File: src/rtl/uart_csr64_pkg.sv
package uart_csr64_pkg;
  localparam int BUS_W  = 32;
  localparam int ADDR_W = 8;
  localparam int BYTE_W = 8;
  localparam int NSLOT  = 6;
  localparam int SLOT_W = ADDR_W - 3;
  localparam int NEV    = 2;

  typedef enum logic [SLOT_W-1:0] {
    SL_DATA   = 5'd0,
    SL_TXFULL = 5'd1,
    SL_RXEMP  = 5'd2,
    SL_STAT   = 5'd3,
    SL_PEND   = 5'd4,
    SL_EN     = 5'd5
  } slot_e;

  localparam int EV_TX = 0;
  localparam int EV_RX = 1;
endpackage

File: src/rtl/ucsr_decode.sv
module ucsr_decode
  import uart_csr64_pkg::*;
(
  input  logic              req,
  input  logic              byte_acc,
  input  logic [ADDR_W-1:0] addr,
  output logic [NSLOT-1:0]  sel
);
  logic lane_ok;
  // Byte accesses need all three low bits clear; word accesses only bit 2.
  assign lane_ok = byte_acc ? (addr[2:0] == 3'b000) : (addr[2] == 1'b0);

  for (genvar s = 0; s < NSLOT; s++) begin : g_sel
    assign sel[s] = req && lane_ok && (addr[ADDR_W-1:3] == SLOT_W'(s));
  end
endmodule

File: src/rtl/ucsr_rx_fifo.sv
module ucsr_rx_fifo #(
  parameter int DEPTH = 16,
  parameter int W     = 8
) (
  input  logic                     clk,
  input  logic                     rst,
  input  logic                     wr_en,
  input  logic [W-1:0]             wr_data,
  input  logic                     rd_en,
  output logic [W-1:0]             rd_data,
  output logic                     empty,
  output logic                     full,
  output logic [$clog2(DEPTH+1)-1:0] count,
  output logic                     push,
  output logic                     pop
);
  localparam int PW = (DEPTH > 1) ? $clog2(DEPTH) : 1;
  localparam int CW = $clog2(DEPTH+1);

  logic [W-1:0]  mem [DEPTH];
  logic [PW-1:0] wr_ptr, rd_ptr;

  assign empty = (count == '0);
  assign full  = (count == CW'(DEPTH));
  assign push  = wr_en && !full;
  assign pop   = rd_en && !empty;

  function automatic logic [PW-1:0] nxt(input logic [PW-1:0] p);
    return (p == PW'(DEPTH-1)) ? '0 : p + 1'b1;
  endfunction

  always_ff @(posedge clk) begin
    if (push) mem[wr_ptr] <= wr_data;
  end

  always_ff @(posedge clk) begin
    if (rd_en) rd_data <= mem[rd_ptr];
  end

  always_ff @(posedge clk) begin
    if (rst) begin
      wr_ptr <= '0;
      rd_ptr <= '0;
      count  <= '0;
    end else begin
      if (push) wr_ptr <= nxt(wr_ptr);
      if (pop)  rd_ptr <= nxt(rd_ptr);
      case ({push, pop})
        2'b10:   count <= count + 1'b1;
        2'b01:   count <= count - 1'b1;
        default: count <= count;
      endcase
    end
  end
endmodule

File: src/rtl/ucsr_events.sv
module ucsr_events
  import uart_csr64_pkg::*;
(
  input  logic           clk,
  input  logic           rst,
  input  logic           wr_pend,
  input  logic           wr_en,
  input  logic [NEV-1:0] wbits,
  input  logic           tx_ready,
  input  logic           rx_nonempty,
  output logic           tx_full,
  output logic [NEV-1:0] pend,
  output logic [NEV-1:0] en,
  output logic           irq
);
  logic [NEV-1:0] raise, clr, pend_d, en_d;

  assign raise[EV_TX] = tx_full && tx_ready;
  assign raise[EV_RX] = rx_nonempty;
  assign clr          = wr_pend ? wbits : '0;

  for (genvar e = 0; e < NEV; e++) begin : g_ev
    assign pend_d[e] = raise[e] || (pend[e] && !clr[e]);
  end
  assign en_d = wr_en ? wbits : en;

  always_ff @(posedge clk) begin
    if (rst) begin
      tx_full <= 1'b0;
      pend    <= '0;
      en      <= '0;
      irq     <= 1'b0;
    end else begin
      tx_full <= !tx_ready;
      pend    <= pend_d;
      en      <= en_d;
      irq     <= |(pend_d & en_d);
    end
  end
endmodule

File: src/rtl/uart_csr64.sv
module uart_csr64
  import uart_csr64_pkg::*;
#(
  parameter int DEPTH = 16
) (
  input  logic              clk,
  input  logic              rst,
  input  logic              bus_req,
  input  logic              bus_we,
  input  logic              bus_byte,
  input  logic [ADDR_W-1:0] bus_addr,
  input  logic [BUS_W-1:0]  bus_wdata,
  output logic [BUS_W-1:0]  bus_rdata,
  output logic              bus_rvalid,
  output logic              tx_valid,
  input  logic              tx_ready,
  output logic [BYTE_W-1:0] tx_data,
  input  logic              rx_valid,
  output logic              rx_ready,
  input  logic [BYTE_W-1:0] rx_data,
  output logic              irq
);
  localparam int CW = $clog2(DEPTH+1);

  logic [NSLOT-1:0]  sel, wr_sel, rd_sel;
  logic [BYTE_W-1:0] fifo_q;
  logic              fifo_empty, fifo_full, fifo_push, fifo_pop;
  logic [CW-1:0]     rx_count;
  logic              tx_full_q;
  logic [NEV-1:0]    pend, en;
  logic [BUS_W-1:0]  rdata_q;
  logic              sel_data_q, data_ok_q;

  ucsr_decode u_dec (
    .req      (bus_req),
    .byte_acc (bus_byte),
    .addr     (bus_addr),
    .sel      (sel)
  );

  assign wr_sel = bus_we ? sel : '0;
  assign rd_sel = bus_we ? '0  : sel;

  assign tx_valid = wr_sel[SL_DATA] && tx_ready;
  assign tx_data  = bus_wdata[BYTE_W-1:0];

  ucsr_rx_fifo #(.DEPTH(DEPTH), .W(BYTE_W)) u_fifo (
    .clk     (clk),
    .rst     (rst),
    .wr_en   (rx_valid),
    .wr_data (rx_data),
    .rd_en   (rd_sel[SL_DATA]),
    .rd_data (fifo_q),
    .empty   (fifo_empty),
    .full    (fifo_full),
    .count   (rx_count),
    .push    (fifo_push),
    .pop     (fifo_pop)
  );
  assign rx_ready = !fifo_full;

  ucsr_events u_ev (
    .clk         (clk),
    .rst         (rst),
    .wr_pend     (wr_sel[SL_PEND]),
    .wr_en       (wr_sel[SL_EN]),
    .wbits       (bus_wdata[NEV-1:0]),
    .tx_ready    (tx_ready),
    .rx_nonempty (!fifo_empty),
    .tx_full     (tx_full_q),
    .pend        (pend),
    .en          (en),
    .irq         (irq)
  );

  always_ff @(posedge clk) begin
    if (rst) begin
      bus_rvalid <= 1'b0;
      sel_data_q <= 1'b0;
      data_ok_q  <= 1'b0;
      rdata_q    <= '0;
    end else begin
      bus_rvalid <= bus_req && !bus_we;
      sel_data_q <= rd_sel[SL_DATA];
      data_ok_q  <= !fifo_empty;
      rdata_q    <= '0;
      if (rd_sel[SL_TXFULL]) rdata_q <= BUS_W'(tx_full_q);
      if (rd_sel[SL_RXEMP])  rdata_q <= BUS_W'(fifo_empty);
      if (rd_sel[SL_STAT])   rdata_q <= BUS_W'({!fifo_empty, !tx_full_q});
      if (rd_sel[SL_PEND])   rdata_q <= BUS_W'(pend);
      if (rd_sel[SL_EN])     rdata_q <= BUS_W'(en);
    end
  end

  assign bus_rdata = sel_data_q ? (data_ok_q ? BUS_W'(fifo_q) : '0) : rdata_q;
endmodule

File: config.mk
export PLATFORM = sky130hd
export DESIGN_NAME = uart_csr64
export DESIGN_NICKNAME = d
export VERILOG_FILES = /design/src/rtl/uart_csr64_pkg.sv /design/src/rtl/ucsr_decode.sv /design/src/rtl/ucsr_rx_fifo.sv /design/src/rtl/ucsr_events.sv /design/src/rtl/uart_csr64.sv
export SDC_FILE = /design/constraint.sdc
export NUM_CORES = 1
export LEC_CHECK = 0
export ABC_AREA = 1
export BUFFER_PORTS_ARGS = -buffer_cell sky130_fd_sc_hd__buf_4
export CAP_MARGIN = 30
export CORE_AREA = 2 2 120 122
export CTS_CLUSTER_SIZE = 24
export DETAILED_ROUTE_END_ITERATION = 6
export DIE_AREA = 0 0 122 124
export PLACE_DENSITY = 0.76
export SLEW_MARGIN = 5
export SYNTH_ARGS = -nofsm -noshare
export SYNTH_HDL_FRONTEND = slang
export SYNTH_HIERARCHICAL = 1
export SYNTH_SLANG_ARGS = --single-unit
File: constraint.sdc
create_clock -name clk -period 3.75 [get_ports clk]
set_input_delay 0.375 -clock clk [delete_from_list [all_inputs] [get_ports clk]]
set_output_delay 0.375 -clock clk [all_outputs]
set_load 0.1 [all_outputs]
# ---- After elaboration in Yosys (flattened, before gate mapping)
# Memory sizes are Yosys's and may differ from the RTL's. A register that Yosys moved wholly into a read port is not among the register bits.
# Index checks and enable logic that the tools add are counted.
dict set report word_totals {
  ff_bits 54
  mem_bits_rw 128
  inputBits 55
  output_inout_bits 44
  word_cells 75
  mem_count 1
}
dict set report op_classes {
  add_sub_neg 4
  eq_ne 10
  n_mux 17
  n_bitwise 2
  reduce_logical 29
}
# name depth word_bits read_ports rd_clocked_by_memory_dff write_ports line_no
set memory_table {}
lappend memory_table {u_fifo.mem 16 8 1 1 1 ucsr_rx_fifo.sv:20} ;# logic [W-1:0] mem [DEPTH];
# operator n
set ops {}
lappend ops {{$mux W32} 1}
lappend ops {{$logic_and A1 B1 Y1} 14}
lappend ops {{$mux W2} 6}
lappend ops {{$mux W6} 2}
lappend ops {{$eq A5 B2 Y1 const B} 2}
lappend ops {{$eq A5 B3 Y1 const B} 2}
lappend ops {{$logic_not A5 Y1} 2}
lappend ops {{$pmux W5 S2} 1}
lappend ops {{$add A4 B1 Y4 const B} 2}
lappend ops {{$eq A4 B4 Y1 const B} 2}
lappend ops {{$mux W4} 2}
lappend ops {{$mux W8} 1}
lappend ops {{$logic_not A1 Y1} 7}
lappend ops {{$add A5 B1 Y5 const B} 1}
lappend ops {{$eq A5 B1 Y1 const B} 1}
lappend ops {{$eq A5 B5 Y1 const B} 1}
lappend ops {{$reduce_or A5 Y1} 1}
lappend ops {{$sub A5 B1 Y5 const B} 1}
lappend ops {{$mux W1} 4}
lappend ops {{$logic_not A3 Y1} 1}
lappend ops {{$and A2 B2 Y2} 1}
lappend ops {{$eq A2 B1 Y1 const B} 1}
lappend ops {{$eq A2 B2 Y1 const B} 1}
lappend ops {{$logic_or A1 B1 Y1} 2}
lappend ops {{3 further kinds} 3}

# ---- Longest topological paths before layout
# Gate-level depths: netlist (run 1).
dict set report depth {
  depth_word 11
  depth_mapped 17
  depth_no_buf 17
}

# ---- Hierarchy
# Netlist (run 1), hierarchy kept.
# module instances cells_per_inst area_per_inst_um2 seq_area_each_um2
set by_module_without_submodules {}
lappend by_module_without_submodules {ucsr_rx_fifo 1 668 6562.5 4344.2}
lappend by_module_without_submodules {uart_csr64 1 94 575.6 100.1}
lappend by_module_without_submodules {ucsr_events 1 30 217.7 120.1}
lappend by_module_without_submodules {ucsr_decode 1 26 111.4 0.0}

# ---- Least setup slack after synthesis (run 1)
# Ideal clock, no wire load.
dict set report synth_path {
  kind {input to register}
  start {in bus_addr[1]}
  end {reg u_fifo.count[3]}
  setup_time_ns 0.115
  t_arrival_ns 2.713
  required_time_ns 3.635
  path_slack_ns 0.921
  cell_stages 14
  n_path_buf 0
  path_cell_list {o21ai_0 -> nand2_1 -> nor2_1 -> inv_1 -> nor2_1 -> nand2_1 -> inv_1 -> ha_1 -> ha_1 -> or2_2 -> nand3_1 -> nand2_1 -> o21ai_0 -> inv_1}
}
dict set report synth_between {
  elab_chain_cells 8
  word_cells_on_any_way 10
  cone_classes {eq/ne (2); mux (3); reduce/logical (5)}
}
# item line_no
set synth_rtl {}
lappend synth_rtl {{start: declaration} uart_csr64.sv:11} ;# input logic [ADDR_W-1:0] bus_addr,
lappend synth_rtl {{$logic_not A3 Y1 *} ucsr_decode.sv:11} ;# assign lane_ok = byte_acc ? (addr[2:0] == 3'b000) : (addr[2] == 1'b0);
lappend synth_rtl {{$mux W1 *} ucsr_decode.sv:11}
lappend synth_rtl {{$logic_and A1 B1 Y1 * (2 in a row)} ucsr_decode.sv:14} ;# assign sel[s] = req && lane_ok && (addr[ADDR_W-1:3] == SLOT_W'(s));
lappend synth_rtl {{net sel[0]} uart_csr64.sv:25} ;# logic [NSLOT-1:0] sel, wr_sel, rd_sel;
lappend synth_rtl {{$mux W6 *} uart_csr64.sv:42} ;# assign rd_sel = bus_we ? '0 : sel;
lappend synth_rtl {{net rd_sel[0]} uart_csr64.sv:25}
lappend synth_rtl {{$logic_and A1 B1 Y1 *} ucsr_rx_fifo.sv:26} ;# assign pop = rd_en && !empty;
lappend synth_rtl {{net fifo_pop} uart_csr64.sv:27} ;# logic fifo_empty, fifo_full, fifo_push, fifo_pop;
lappend synth_rtl {{$eq A2 B1 Y1 or $eq A2 B2 Y1 (tied branches)} ucsr_rx_fifo.sv:48} ;# case ({push, pop})
lappend synth_rtl {{$pmux W5 S2 or $reduce_bool A2 Y1 (tied branches)} -}
lappend synth_rtl {{end signal: assignment} ucsr_rx_fifo.sv:49} ;# 2'b10: count <= count + 1'b1;
lappend synth_rtl {{end signal: assignment} ucsr_rx_fifo.sv:50} ;# 2'b01: count <= count - 1'b1;
lappend synth_rtl {{end signal: assignment} ucsr_rx_fifo.sv:51} ;# default: count <= count;
lappend synth_rtl {{end: declaration} ucsr_rx_fifo.sv:13} ;# output logic [$clog2(DEPTH+1)-1:0] count,
# The timed path passes the listed nets; every way through them passes the cells marked *.
# A chain may end at the register's enable or synchronous reset.

# ---- Worst setup path in the final report (run 1)
# Ends and elaborated chain as after synthesis.

==> results of run 1 <==
==> placed cells by master, fill, tap and decap left out, drive strengths merged <==
| cell | netlist | layout |
|---|---|---|
| dfxtp | 24 | 24 |
| bufinv | 0 | 3 |
| nor3 | 1 | 1 |
| o21ai | 19 | 19 |
| or2 | 2 | 2 |
| nand3 | 77 | 77 |
| clkinv | 1 | 6 |
| nand2 | 268 | 268 |
| nor2 | 80 | 80 |
| conb | 1 | 24 |
| xor2 | 4 | 4 |
| clkinvlp | 0 | 5 |
| a21oi | 14 | 14 |
| edfxtp | 136 | 136 |
| buf | 51 | 43 |
| nand2b | 1 | 1 |
| nand4 | 2 | 2 |
| fa | 1 | 1 |
| xnor2 | 1 | 1 |
| clkbuf | 6 | 18 |
| ha | 9 | 9 |
| o211ai | 1 | 1 |
| inv | 119 | 120 |
==> worst max-delay path, delay by kind of cell <==
family	cells	cell delay, ps
simple gates	7	970
compound gates	2	280
buf+inv	5	530
fa+ha+maj	2	590
==> how the worst min path moves through the flow <==
stage / from / end / cells after the start
after floorplan: u_ev/en[1]$_SDFF_PP0_ / rdata_q[1]$_SDFF_PP0_ / 2
after global placement: u_ev/en[1]$_SDFF_PP0_ / rdata_q[1]$_SDFF_PP0_ / 2
after detailed placement: u_ev/en[1]$_SDFF_PP0_ / rdata_q[1]$_SDFF_PP0_ / 2
after CTS: tx_ready / u_ev/tx_full$_SDFF_PP0_ / 2
after global routing: tx_ready / u_ev/tx_full$_SDFF_PP0_ / 2
final: tx_ready / u_ev/tx_full$_SDFF_PP0_ / 2
==> cells by family (layout without fill, tap and decap cells) <==
kind of cell / after synthesis / in the layout / share of synthesized area
AOI/OAI and AO/OA: 34 / 34 / 0.0236
xor gates and xnor gates: 5 / 5 / 0.00586
adders and majority gates: 10 / 10 / 0.0178
buffers and inverters: 177 / 195 / 0.109
DFF: 160 / 160 / 0.611
other: 1 / 24 / 0.000502
and+or+nand+nor: 431 / 431 / 0.232
==> layout make-up <==
class	instances	share of cell area
Clock buffer	18	0.0514
Inverter	120	0.0539
Tap cell	180	0.0270
Multi-Input combinational cell	504	0.260
Clock inverter	14	0.0199
Timing Repair Buffer	43	0.0410
Sequential cell	160	0.546
==> metrics by stage <==
| step | std cells | setup WS (ps) | util | total power, mW | hold slack, ps |
|---|---|---|---|---|---|
| after global placement | 1006 | 872 | 0.564 | 2.30 | 468 |
| final | 1039 | 1310 | 0.609 | 4.01 | 115 |
| after CTS | 1038 | 1320 | 0.607 | 4.02 | 107 |
| after floorplan | 841 | 921 | - | 2.28 | 437 |
| after global routing | 1039 | 1040 | 0.609 | 4.13 | 121 |
| after detailed placement | 1006 | 861 | 0.564 | 2.31 | 472 |
==> power groups by stage <==
stage | combinational (mW) | sequential (mW) | clock (mW)
floorplan | 0.261 | 2.02 | 0
global placement | 0.284 | 2.02 | 0
detailed placement | 0.288 | 2.02 | 0
CTS | 0.290 | 1.98 | 1.75
global route | 0.315 | 1.98 | 1.83
finish | 0.291 | 1.98 | 1.74
==> per-layer routing <==
| metal | routed length [µm] | vias up |
|---|---|---|
| li1 | - | 2590 |
| met1 | 6420 | 2342 |
| met2 | 7510 | 181 |
| met3 | 987 | 29 |
| met4 | 338 | 0 |
| met5 | 0 | - |
==> flip-flops by register name, summed over array words and instances (netlist names) <==
| name | count |
|---|---|
| bus_rvalid | 1 |
| u_fifo/mem | 128 |
| u_ev/en | 2 |
| u_fifo/rd_ptr | 4 |
| u_ev/pend | 2 |
| data_ok_q | 1 |
| u_fifo/rd_data | 8 |
| u_ev/tx_full | 1 |
| u_fifo/count | 5 |
| u_fifo/wr_ptr | 4 |
| u_ev/irq | 1 |
| rdata_q | 2 |
| sel_data_q | 1 |
==> flow_metrics.tcl, run 1 <==
set metrics [dict create \
    outcome "completed" \
    timing.fmax_mhz 410 \
    maxSlewViolCount 0 \
    fin_skew_ps 10.2 \
    synth_top_area_cell "edfxtp_1" \
    grt_pass1_wl_mm 23.7 \
    path_class "primary input to flop" \
    ys_seq_elements 160 \
    crit_path_start "bus_addr[1]" \
    via_per_inst 4.95 \
    vdd_ir_drop_max_v 0.000322 \
    path_max_fanout 10 \
    ant_nets 0 \
    worst_slew_pin_slew_ps 951 \
    cts_max_level 4 \
    power_frac_clock 0.434 \
    synth_top_area_frac 0.547 \
    rsz0062_at_grt "false" \
    yosysMostFrequentCell "nand2_1" \
    grtUsageMet1 0.268 \
    synth_commonest_cells "268 x nand2_1, 136 x edfxtp_1, 115 x inv_1" \
    pin_count 99 \
    numCtsBuffers 17 \
    max_slew_margin 0.364 \
    pwr_density_cell_nw_per_um2 480 \
    post_drt_wl_per_cell_um 14.7 \
    finalInstanceArea_um2 8360 \
    dp_hpwl_mm 9.16 \
    drt-total-wl_mm 15.3 \
    cp_data_required_time_ps 4080 \
    initial_utilization 0.544 \
    vias 5142 \
    cp-start-kind "primary input" \
    fin_crit_ps 2440 \
    grt_pass1_vias 4731 \
    multi_input_area_um2 2180 \
    synth_area_um2 7470 \
    die_w_um 122 \
    nets 911 \
    yosys_warnings 6 \
    dr.pass1.iters 5 \
    cts_max_path_buffers 2 \
    fin_setup_tns_ps 0 \
    first_iter_violations 395 \
    end_kind "flop" \
    netlist_instances 818 \
    grt_max_degree 68 \
    ctsRootBufferMaster "clkbuf_16" \
    port_buffers 38 \
    core_area_um2 13700 \
    r2r_start "u_fifo/count[0]$_SDFFE_PP0P_" \
    setup_viol 0 \
    cts.sinks 160 \
    register_area_um2 4570 \
    area_growth_pct 11.9 \
    gp_congestion 0.823 \
    r2r-end "u_fifo/count[3]$_SDFFE_PP0P_" \
    syn-mean-instance-area_um2 9.13 \
    crit_end "u_fifo/count[3]$_SDFFE_PP0P_" \
    yosysSeqAreaShare 0.611 \
    grtUsageMet3 0.0485 \
    clk_pin_slew_ps 60 \
    grt_busiest_layer "met2" \
    power_frac_comb 0.073 \
    hold_viol 0 \
    hold_buffers 0 \
    cp_cell_sequence "buf_4, o21ai_0, nand2_1, nor2_1, inv_1, nor2_1, buf_4, nand2_1, inv_1, ha_1, ha_1, or2_2, nand3_1, nand2_1, o21ai_0, inv_1" \
    hold_path_class "primary input to flop" \
    r2r_cells 11 \
    synth_top_cells_by_area "edfxtp_1 55%, nand2_1 13%, dfxtp_1 6.4%" \
    rrSetupSlack_ps 1430 \
    switching_share 0.237 \
    fill_cells 1131 \
    post_cts_buffers 0 \
    clkLatencyLatePin_ps 440 \
    row_count 43 \
    use_met2 0.353 \
    sequentialPowerShare 0.494 \
    synth-async-reset-ratio 0 \
    tritoncts "done" \
    cts_resized 0 \
    place_area_um2 7730 \
    track_usage 0.212 \
    p_int_mw 3.06 \
    crit_slowest_cell "or2_2" \
    period_share 0.650 \
    n_antenna_cell 0 \
    synth-edff-count 136 \
    grt-ovfl-total 0 \
    ys.flop_type "edfxtp_1" \
    grt_antenna_before_repair 0 \
    p_switching_uw 949 \
    die_y_um 124 \
    power_leakage_nw 3.69 \
    drive_above_1_share 0.0955 \
    max_cap_viol_count 0 \
    synth_cell_types 27 \
    max_stage_delay_ps 320 \
    arrival_ps 2770 \
    die-area_um2 15100 \
    drcViolationCount 0 \
]
Note: power is estimated with default switching activity, not from simulation.
==> run 2: changes to the inputs <==
--- a/config.mk
+++ b/config.mk
@@ -8,11 +8,11 @@
 export ABC_AREA = 1
 export BUFFER_PORTS_ARGS = -buffer_cell sky130_fd_sc_hd__buf_4
 export CAP_MARGIN = 30
-export CORE_AREA = 2 2 120 122
+export CORE_AREA = 2 2 123 125
 export CTS_CLUSTER_SIZE = 24
 export DETAILED_ROUTE_END_ITERATION = 6
-export DIE_AREA = 0 0 122 124
-export PLACE_DENSITY = 0.76
+export DIE_AREA = 0 0 125 127
+export PLACE_DENSITY = 0.75
 export SLEW_MARGIN = 5
 export SYNTH_ARGS = -nofsm -noshare
 export SYNTH_HDL_FRONTEND = slang
==> constraint.sdc (replaced) <==
create_clock -name clk -period 2.1 [get_ports clk]
set_input_delay 0.21 -clock clk [delete_from_list [all_inputs] [get_ports clk]]
set_output_delay 0.21 -clock clk [all_outputs]
set_load 0.1 [all_outputs]
==> flow_metrics.tcl, run 2 (synthesis gave the netlist of run 1 again) <==
set metrics [dict create \
    outcome "completed" \
    top_register "u_fifo/mem" \
    place_area_um2 8070 \
    finalInstanceArea_um2 8680 \
    grt_pass1_wl_mm 23.8 \
    hold_start "bus_we" \
    tritoncts "done" \
    post_cts_buffers 0 \
    path_class "flop to flop" \
    power_frac_clock 0.423 \
    dp_worst_setup_slack_ps -89.8 \
    drt-met1-wl_mm 6.18 \
    cp-start-kind "flop" \
    cp_cell_sequence "nor2_1, nand3_1, nand2_2, inv_2, ha_4, ha_1, or2_2, nand3_1, nand2_1, o21ai_0, inv_1" \
    vias 5298 \
    arrival_ps 2280 \
    power_frac_comb 0.080 \
    fill_cells 1209 \
    final_cells 1079 \
    fin_ws_ps 128 \
    crit_path_frequent_cell "nand3_1" \
    dp_hpwl_mm 9.73 \
    maxSlewViolCount 0 \
    drt-total-wl_mm 14.8 \
    multi_input_area_um2 2220 \
    largest_reg_flops 128 \
    cts_max_path_buffers 2 \
    first_iter_violations 457 \
    die_w_um 125 \
    worst_slew_pin_slew_ps 880 \
    r2r_cells 11 \
    numCtsBuffers 17 \
    timing.fmax_mhz 507 \
    fin_skew_ps 4.54 \
    final_util 0.602 \
    path_max_fanout 4 \
    grt_max_degree 45 \
    drive_above_1_share 0.142 \
    switching_share 0.235 \
    cts_max_level 4 \
    clkLatencyLatePin_ps 420 \
    r2r_start "u_fifo/count[3]$_SDFFE_PP0P_" \
    cp_data_required_time_ps 2410 \
    sequentialPowerShare 0.497 \
    n_antenna_cell 0 \
    pin_count 99 \
    hold_path_class "primary input to flop" \
    register_area_um2 4570 \
    row_count 44 \
    rsz0062_at_grt "false" \
    r2r-end "u_fifo/count[3]$_SDFFE_PP0P_" \
    p_int_mw 5.44 \
    die-area_um2 15900 \
    setup_viol 0 \
    whs_endpoint "sel_data_q$_SDFF_PP0_" \
    hold_depth 2 \
    final_common_cell "nand2_1" \
    drcViolationCount 0 \
    fin_crit_ps 1970 \
    p_switching_mw 1.67 \
    max_cap_viol_count 0 \
    ctsRootBufferMaster "clkbuf_16" \
    die_y_um 127 \
    area_growth_pct 16.3 \
    gp_congestion 0.841 \
    port_buffers 38 \
    top_layer "met4" \
    ant_nets 0 \
    nets 947 \
    grt-ovfl-total 0 \
    grt_antenna_before_repair 0 \
    crit_slowest_cell "dfxtp_2" \
    period_share 0.939 \
    post_drt_wl_per_cell_um 13.7 \
    power_leakage_nw 3.89 \
    initial_utilization 0.518 \
    end_kind "flop" \
    fin_setup_tns_ps 0 \
    routed-wl-met3_um 957 \
    reg_top3 "u_fifo/mem: 128 flops, u_fifo/rd_data: 8 flops, u_fifo/count: 5 flops" \
    grt_pass1_vias 4945 \
    core_area_um2 14400 \
    pwr_density_cell_nw_per_um2 818 \
    vdd_ir_drop_max_v 0.000747 \
    dr.pass1.iters 6 \
    clk_pin_slew_ps 60 \
    cts.sinks 160 \
    rrSetupSlack_ps 130 \
    track_usage 0.194 \
    dr_wl_met2_mm 7.29 \
    max_stage_delay_ps 340 \
    layout_common_cells "266 x nand2_1, 136 x edfxtp_1, 114 x inv_1" \
    place_inst 1046 \
    via_per_inst 4.91 \
    max_slew_margin 0.413 \
    hold_viol 0 \
]
==> run 2: critical path: cells and delay by family, from the launching register on <==
family | cells | cell delay [ps]
simple gates | 6 | 810
buf+inv | 2 | 100
compound gates | 1 | 150
fa+ha+maj | 2 | 460
flops | 1 | 340
==> run 2: final cells by class <==
| class | instances | area share |
|---|---|---|
| clock inverters | 9 | 0.00778 |
| well taps | 184 | 0.0265 |
| inverters | 120 | 0.0519 |
| clock buffers | 23 | 0.0612 |
| repair buffers | 79 | 0.0715 |
| flip-flops and latches | 160 | 0.526 |
| multi-input cells | 504 | 0.255 |
==> run 2: power groups by stage <==
stage | logic (mW) | clock network [mW] | registers [mW]
3_3_place_gp | 0.557 | 0 | 3.60
2_1_floorplan | 0.470 | 0 | 3.60
3_5_place_dp | 0.566 | 0 | 3.60
6_report | 0.568 | 3.00 | 3.53
5_1_grt | 0.615 | 3.18 | 3.54
4_1_cts | 0.569 | 3.05 | 3.53
==> run 2: through the flow <==
step | power (mW) | hold slack, ps
2_1_floorplan | 4.07 | 272
3_3_place_gp | 4.15 | 401
3_5_place_dp | 4.17 | 399
4_1_cts | 7.15 | 21.9
5_1_grt | 7.33 | 29.4
6_report | 7.10 | 40.1
==> run 2: what timing repair did <==
item | CTS | global route
setup endpoints to repair | 0 | 1
hold buffers | 1 | 0
hold endpoints to repair | 1 | 0
resized for setup | 0 | 2
==> run 2: routing by layer <==
metal | global-route usage | vias to the layer above
met3 | 0.0381 | 32
met2 | 0.328 | 190
met5 | 0 | -
met1 | 0.240 | 2412
met4 | 0.0974 | 0
li1 | - | 2664
==> run 2: worst max path at each step <==
stage | slack [ps] | cells after the start | end | from
global route | 4 | 11 | u_fifo/count[3]$_SDFFE_PP0P_ | u_fifo/count[3]$_SDFFE_PP0P_
finish | 130 | 11 | u_fifo/count[3]$_SDFFE_PP0P_ | u_fifo/count[3]$_SDFFE_PP0P_
floorplan | -550 | 1 | bus_rdata[0] | sel_data_q$_SDFF_PP0_
global placement | -60 | 15 | u_fifo/count[3]$_SDFFE_PP0P_ | bus_addr[3]
CTS | 90 | 10 | u_fifo/count[3]$_SDFFE_PP0P_ | u_fifo/count[3]$_SDFFE_PP0P_
detailed placement | -90 | 15 | u_fifo/count[3]$_SDFFE_PP0P_ | bus_addr[3]
